### config.mk
export PLATFORM = sky130hd
export DESIGN_NAME = acc_cpu
export DESIGN_NICKNAME = d
export VERILOG_FILES = /design/src/rtl/acc_cpu_pkg.sv /design/src/rtl/acc_cpu_ctrl.sv /design/src/rtl/acc_cpu_pc.sv /design/src/rtl/acc_cpu_alu.sv /design/src/rtl/acc_cpu.sv
export SDC_FILE = /design/constraint.sdc
export NUM_CORES = 1
export LEC_CHECK = 0
export ABC_CLOCK_PERIOD_IN_PS = 1950
export BUFFER_PORTS_ARGS = -buffer_cell sky130_fd_sc_hd__buf_2
export CORE_UTILIZATION = 40
export CTS_CLUSTER_SIZE = 25
export DETAILED_ROUTE_END_ITERATION = 7
export GPL_TIMING_DRIVEN = 1
export PLACE_DENSITY = 0.67
export SKIP_LAST_GASP = 1
export SLEW_MARGIN = 40
export SYNTH_ARGS = -nofsm -noshare
export SYNTH_HDL_FRONTEND = slang
export SYNTH_SLANG_ARGS = --single-unit
### constraint.sdc
create_clock -name clk -period 1.95 [get_ports clk]
set_input_delay 0.195 -clock clk [delete_from_list [all_inputs] [get_ports clk]]
set_output_delay 0.195 -clock clk [all_outputs]
set_load 0.02 [all_outputs]
### src/rtl/acc_cpu_pkg.sv
// Shared definitions for the accumulator processor.
// Assumes the opcode occupies the top four bits of every instruction word.
package acc_cpu_pkg;

    localparam int OPC_W = 4;

    typedef enum logic [OPC_W-1:0] {
        OP_LOAD  = 4'h0,
        OP_STORE = 4'h1,
        OP_ADD   = 4'h2,
        OP_AND   = 4'h3,
        OP_JMP   = 4'h4,
        OP_BRNA  = 4'h5,
        OP_CMPA  = 4'h6,
        OP_HALT  = 4'hF
    } opcode_t;

    typedef enum logic [1:0] {
        ST_FETCH  = 2'd0,
        ST_DECODE = 2'd1,
        ST_EXEC   = 2'd2,
        ST_HALT   = 2'd3
    } cpu_state_t;

endpackage

### src/rtl/acc_cpu_ctrl.sv
// Sequencer for the accumulator processor.
// Steps FETCH -> DECODE -> EXEC and latches the instruction word in DECODE.
// In EXEC it issues the accumulator, program-counter and memory-write strobes.
// Assumes the read data in DECODE is the word that was addressed in FETCH.
module acc_cpu_ctrl
    import acc_cpu_pkg::*;
#(
    parameter int ADDR_W = 12,
    parameter int DATA_W = 16
) (
    input  logic              clk,
    input  logic              rst_n,
    input  logic [DATA_W-1:0] mem_rdata,
    input  logic              acc_neg,
    output cpu_state_t        state,
    output opcode_t           ir_op,
    output logic [ADDR_W-1:0] ir_addr,
    output logic              pc_step,
    output logic              pc_jump,
    output logic              acc_we,
    output logic              mem_we
);

    localparam int OPC_LSB = DATA_W - OPC_W;

    cpu_state_t        state_q, state_d;
    opcode_t           ir_op_q;
    logic [ADDR_W-1:0] ir_addr_q;
    logic              in_exec;

    // Next-state selection for the instruction sequence.
    always_comb begin
        state_d = state_q;
        case (state_q)
            ST_FETCH:  state_d = ST_DECODE;
            ST_DECODE: state_d = ST_EXEC;
            ST_EXEC:   state_d = (ir_op_q == OP_HALT) ? ST_HALT : ST_FETCH;
            default:   state_d = ST_HALT;
        endcase
    end

    // State register with synchronous active-low reset.
    always_ff @(posedge clk) begin
        if (!rst_n) state_q <= ST_FETCH;
        else        state_q <= state_d;
    end

    // Instruction register, loaded from the read data during DECODE.
    always_ff @(posedge clk) begin
        if (!rst_n) begin
            ir_op_q   <= OP_LOAD;
            ir_addr_q <= '0;
        end else if (state_q == ST_DECODE) begin
            ir_op_q   <= opcode_t'(mem_rdata[DATA_W-1:OPC_LSB]);
            ir_addr_q <= mem_rdata[ADDR_W-1:0];
        end
    end

    assign in_exec = (state_q == ST_EXEC);

    // Per-opcode strobes, active only during EXEC.
    always_comb begin
        acc_we  = 1'b0;
        mem_we  = 1'b0;
        pc_jump = 1'b0;
        if (in_exec) begin
            case (ir_op_q)
                OP_LOAD, OP_ADD, OP_AND, OP_CMPA: acc_we  = 1'b1;
                OP_STORE:                         mem_we  = 1'b1;
                OP_JMP:                           pc_jump = 1'b1;
                OP_BRNA:                          pc_jump = acc_neg;
                default: ;
            endcase
        end
    end

    assign pc_step = (state_q == ST_DECODE);
    assign state   = state_q;
    assign ir_op   = ir_op_q;
    assign ir_addr = ir_addr_q;


    fetch_order_chk: assert property (@(posedge clk) disable iff (!rst_n)
        (state_q == ST_FETCH) |=> (state_q == ST_DECODE));

    decode_order_chk: assert property (@(posedge clk) disable iff (!rst_n)
        (state_q == ST_DECODE) |=> (state_q == ST_EXEC));

    halt_sticky_chk: assert property (@(posedge clk) disable iff (!rst_n)
        (state_q == ST_HALT) |=> (state_q == ST_HALT));

endmodule

### src/rtl/acc_cpu_pc.sv
// Program counter for the accumulator processor.
// Steps by one with natural wrap, or loads a jump target.
// Assumes step and jump are never active in the same cycle.
module acc_cpu_pc #(
    parameter int ADDR_W = 12
) (
    input  logic              clk,
    input  logic              rst_n,
    input  logic              step,
    input  logic              jump,
    input  logic [ADDR_W-1:0] target,
    output logic [ADDR_W-1:0] pc
);

    logic [ADDR_W-1:0] pc_q;

    // Counter register; the increment wraps modulo 2^ADDR_W.
    always_ff @(posedge clk) begin
        if (!rst_n)     pc_q <= '0;
        else if (jump)  pc_q <= target;
        else if (step)  pc_q <= pc_q + 1'b1;
    end

    assign pc = pc_q;


    pc_step_chk: assert property (@(posedge clk) disable iff (!rst_n)
        step |=> (pc_q == ADDR_W'($past(pc_q) + 1'b1)));

    pc_jump_chk: assert property (@(posedge clk) disable iff (!rst_n)
        jump |=> (pc_q == $past(target)));

    pc_hold_chk: assert property (@(posedge clk) disable iff (!rst_n)
        (!step && !jump) |=> $stable(pc_q));

endmodule

### src/rtl/acc_cpu_alu.sv
// Combinational accumulator datapath.
// Produces the new accumulator value for the given opcode.
// Assumes the caller gates the result with its own write strobe.
module acc_cpu_alu
    import acc_cpu_pkg::*;
#(
    parameter int DATA_W = 16
) (
    input  opcode_t           op,
    input  logic [DATA_W-1:0] acc,
    input  logic [DATA_W-1:0] operand,
    output logic [DATA_W-1:0] result
);

    // Result selection; the sum drops its carry out.
    always_comb begin
        case (op)
            OP_LOAD: result = operand;
            OP_ADD:  result = acc + operand;
            OP_AND:  result = acc & operand;
            OP_CMPA: result = ~acc;
            default: result = acc;
        endcase
    end

endmodule

### src/rtl/acc_cpu.sv
// Accumulator processor top level.
// Holds the accumulator and steers the single-port memory address.
// Assumes memory read data lags its address by exactly one clock.
module acc_cpu
    import acc_cpu_pkg::*;
#(
    parameter int ADDR_W = 12,
    parameter int DATA_W = 16
) (
    input  logic              clk,
    input  logic              rst_n,
    output logic [ADDR_W-1:0] mem_addr,
    input  logic [DATA_W-1:0] mem_rdata,
    output logic [DATA_W-1:0] mem_wdata,
    output logic              mem_we,
    output logic [ADDR_W-1:0] dbg_pc,
    output logic [DATA_W-1:0] dbg_acc,
    output logic              dbg_halted
);

    localparam int SIGN_BIT = DATA_W - 1;

    cpu_state_t        state;
    opcode_t           ir_op;
    logic [ADDR_W-1:0] ir_addr;
    logic [ADDR_W-1:0] pc;
    logic              pc_step, pc_jump, acc_we, wr_strobe;
    logic [DATA_W-1:0] acc_q, alu_res;

    acc_cpu_ctrl #(.ADDR_W(ADDR_W), .DATA_W(DATA_W)) u_ctrl (
        .clk       (clk),
        .rst_n     (rst_n),
        .mem_rdata (mem_rdata),
        .acc_neg   (acc_q[SIGN_BIT]),
        .state     (state),
        .ir_op     (ir_op),
        .ir_addr   (ir_addr),
        .pc_step   (pc_step),
        .pc_jump   (pc_jump),
        .acc_we    (acc_we),
        .mem_we    (wr_strobe)
    );

    acc_cpu_pc #(.ADDR_W(ADDR_W)) u_pc (
        .clk    (clk),
        .rst_n  (rst_n),
        .step   (pc_step),
        .jump   (pc_jump),
        .target (ir_addr),
        .pc     (pc)
    );

    acc_cpu_alu #(.DATA_W(DATA_W)) u_alu (
        .op      (ir_op),
        .acc     (acc_q),
        .operand (mem_rdata),
        .result  (alu_res)
    );

    // Accumulator register.
    always_ff @(posedge clk) begin
        if (!rst_n)      acc_q <= '0;
        else if (acc_we) acc_q <= alu_res;
    end

    // Address steering: PC in fetch, operand field straight from memory in decode.
    always_comb begin
        case (state)
            ST_DECODE: mem_addr = mem_rdata[ADDR_W-1:0];
            ST_EXEC:   mem_addr = ir_addr;
            default:   mem_addr = pc;
        endcase
    end

    assign mem_we     = wr_strobe;
    assign mem_wdata  = acc_q;
    assign dbg_pc     = pc;
    assign dbg_acc    = acc_q;
    assign dbg_halted = (state == ST_HALT);


    we_pulse_chk: assert property (@(posedge clk) disable iff (!rst_n)
        mem_we |=> !mem_we);

    acc_exec_only_chk: assert property (@(posedge clk) disable iff (!rst_n)
        !$stable(acc_q) |-> $past(state == ST_EXEC));

    halt_frozen_chk: assert property (@(posedge clk) disable iff (!rst_n)
        dbg_halted |=> (dbg_halted && $stable(acc_q) && !mem_we));

    brna_fall_chk: assert property (@(posedge clk) disable iff (!rst_n)
        (state == ST_EXEC && ir_op == OP_BRNA && !acc_q[SIGN_BIT])
        |=> (pc == $past(pc)));

endmodule

==> impl_summary.log <==
INFO  metric grt_start_max_net_pins = 32
INFO  metric report.final.slew_viol_count = 0
INFO  metric cp_data_arrival_time = 2.19 ns
INFO  metric drt_pass1_iterations = 5
INFO  metric leading_cell_types_by_count_after_synthesis = nor2_1, dfxtp_1, nand2_1, a21oi_1
INFO  metric area_growth = 24.6%
INFO  metric maxCapViolCount = 0
INFO  metric hold-path-endpoint = u_ctrl.ir_op[3]
INFO  metric timing.clock.skew = 0.00991 ns
INFO  metric final_antenna_net_count = 0
INFO  metric worst_skew_late_latency = 0.30 ns
INFO  metric syn-instance-count = 460
INFO  metric seq_area_frac_synth = 0.254
INFO  metric netlist-cell-type-count = 59
INFO  metric maxClockFrequency = 503 MHz
INFO  metric synth.area.top_cells = dfxtp_1, ha_1, nor2_1
INFO  metric root_buffer = clkbuf_8
INFO  metric net_count_of_the_finished_layout = 586
INFO  metric vias_in_the_first_global_route = 3512
INFO  metric synth.most_common_cell = nor2_1
INFO  metric r2r.worst_path.cells = 9
INFO  metric p_leak = 2.00 nW
INFO  metric worst_margin_slew = 0.481 ns
INFO  metric critical_path.reg2reg.startpoint = dbg_acc[0]
INFO  metric min-delay-path-class = in -> reg
INFO  metric grt_antenna_before_repair = 0
INFO  metric violations = negative setup slack
INFO  metric cts-hold-fix-buffers = 0
INFO  metric drive_gt1_frac = 0.335
INFO  metric synth_edf_count = 0
INFO  metric floorplan.die.width = 97.3 µm
INFO  metric drc = 0
INFO  metric place.detailed.hpwl = 7760 µm
INFO  metric reg2reg_setup_slack = -0.04 ns
INFO  metric ioPinCount = 76
INFO  metric timing.hold.worst_path_depth = 3
INFO  metric synth.ff_latch_count = 46
INFO  metric inserted_clock_buffers = 5
INFO  metric drt-initial-drc-count = 196
INFO  metric drt-wirelength-per-cell = 15.9 µm
INFO  metric syn_nets = 500
INFO  metric die_area = 9470 µm²
INFO  metric unrepaired_setup_endpoints_after_global_routing = yes
INFO  metric tritoncts = yes
INFO  metric cts.sink_count = 46
INFO  metric timing.critical_path.to_type = flop
INFO  metric ys.warnings.count = 0
INFO  metric wl = 10400 µm
INFO  metric slew-limit-headroom = 0.679
INFO  metric clk_transition_reported_paths = 0.10 ns
INFO  metric floorplan.initialDensity = 0.414
INFO  metric placement.io_buffers = 75
INFO  metric synth-main-ff-cell = dfxtp_1
INFO  metric final.period_utilization = 1.02
INFO  metric total_power_divided_by_cell_area = 628 nW/µm²
INFO  metric std_cell_rows = 34
INFO  metric reg2reg_to = dbg_acc[14]
INFO  metric place_area = 4280 µm²
INFO  metric die_h = 97.3 µm
INFO  metric synthDominantAreaCellType = dfxtp_1
INFO  metric cp.required = 2.16 ns
INFO  metric htreeDepth = 2
INFO  metric layout.cell_area.non_filler = 4520 µm²
INFO  metric post_synthesis_instance_area = 3630 µm²
INFO  metric vdd.ir_drop.worst = 0.339 mV
INFO  metric utilization = 0.516
INFO  metric global_route.overflow_total = 0
INFO  metric synth_top_area_frac = 0.254
INFO  metric grt_pass1_wl = 16800 µm
INFO  metric fp.coreArea = 8760 µm²
INFO  metric syn-mean-instance-area = 7.90 µm²
INFO  metric timing.final.ws_setup = -0.0373 ns
INFO  metric criticalPathCategory = reg -> reg
INFO  metric post_route_total_power = 2.84 mW
INFO  metric hold_viol = 0
INFO  metric routed_via_density = 5.67
INFO  metric fin_worst_hold_slack = 0.184 ns
INFO  metric outcome = finished with violations
INFO  metric timing.final.crit_period = 1.99 ns
INFO  metric min_from = mem_rdata[15]
INFO  metric dr_total_vias = 3714
INFO  metric start_kind = flop
INFO  metric antenna-diode-count = 0
INFO  metric fin_setup_tns = -0.0890 ns
INFO  metric timing.critical_path.fanout_max = 4
INFO  metric synth-async-reset-ratio = 0
INFO  metric setup_viol = 4
INFO  metric gr-usage-all-layers = 0.215
INFO  metric ctsLongestPathBuffers = 2
INFO  metric gpl.final_weighted_congestion = 0.876
[per-layer routing]
layer	wire, µm	GRT usage	vias to the layer above
li1	-	-	1826
met1	4640	0.273	1767
met2	5090	0.374	101
met3	448	0.0288	20
met4	259	0.0724	0
met5	0	0	-
[cell type report]
class                           instances  area, µm²
Fill cell                             840       4240
Inverter                               11       41.3
Clock buffer                            5       68.8
Multi-Input combinational cell        355       2520
Clock inverter                          3       22.5
Tap cell                              108        135
Sequential cell                        46        936
Timing Repair Buffer                  127        800
[stage by stage]
stage	worst slack, ns	instances
2_1_floorplan	-0.0168	460
3_3_place_gp	-0.0507	643
3_5_place_dp	-0.0756	643
4_1_cts	-0.0397	654
5_1_grt	-0.150	655
6_report	-0.0373	655
[worst max-delay path: stages, from the launching register on]
cell and delay (ns):
dfxtp_4 0.37, ha_4 0.13, inv_2 0.04, fa_2 0.36, nor2b_4 0.15, o2111ai_4 0.14, a21oi_1 0.28, o32ai_2 0.14
xor2_1 0.16, o32ai_1 0.12
[layout by cell type, fill, tap and decap left out, types with 8 or more instances in the layout]
cell type	n
o21ai_0	14
nand2_1	43
a22oi_1	12
a211oi_2	13
buf_4	49
nand2b_1	8
o211ai_1	10
a21oi_1	32
nor2b_1	9
dfxtp_1	40
xor2_1	14
buf_2	75
mux2i_1	21
ha_1	15
nand3_1	9
inv_1	8
o22ai_1	13
nor2_1	60
[worst max-delay path by stage]
stage | cells after the start | start | endpoint | slack [ns]
CTS | 9 | dbg_acc[0] | dbg_acc[10] | -0.04
finish | 9 | dbg_acc[0] | dbg_acc[14] | -0.04
detailed placement | 9 | dbg_acc[0] | dbg_acc[8] | -0.08
floorplan | 9 | dbg_acc[0] | dbg_acc[8] | -0.02
global placement | 9 | dbg_acc[0] | dbg_acc[8] | -0.05
global route | 9 | dbg_acc[0] | dbg_acc[10] | -0.15
[logic make-up (layout without fill, tap and decap cells)]
logic type / after synthesis / after routing / share of synthesized area
simple gates: 154 / 154 / 0.196
compound gates: 137 / 137 / 0.277
buf+inv: 59 / 146 / 0.0865
flops: 46 / 46 / 0.254
fa+ha+maj: 23 / 23 / 0.0810
mux: 21 / 21 / 0.0579
xor+xnor: 20 / 20 / 0.0482
[flip-flops by register name, summed over array words and instances, names as in the netlist]
name	flops
u_ctrl.ir_op	4
dbg_acc	16
u_ctrl.ir_addr	12
u_pc.pc	12
u_ctrl.state	2
[where the power goes]
group	leakage [nW]	switching, mW	internal [mW]	total [mW]
logic	1.58	0.671	0.464	1.14
registers	0.378	0.0713	1.00	1.08
clock network	0.0451	0.373	0.259	0.631
total	2.00	1.12	1.73	2.84
[repair_timing]
item | 4_1_cts | 5_1_grt
setup buffers | 3 | 1
endpoints found under the setup margin | 17 | 24
cloned | 0 | 1
resized for setup | 4 | 17
pin swaps | 6 | 14
Power figures use the tool's default switching activity.
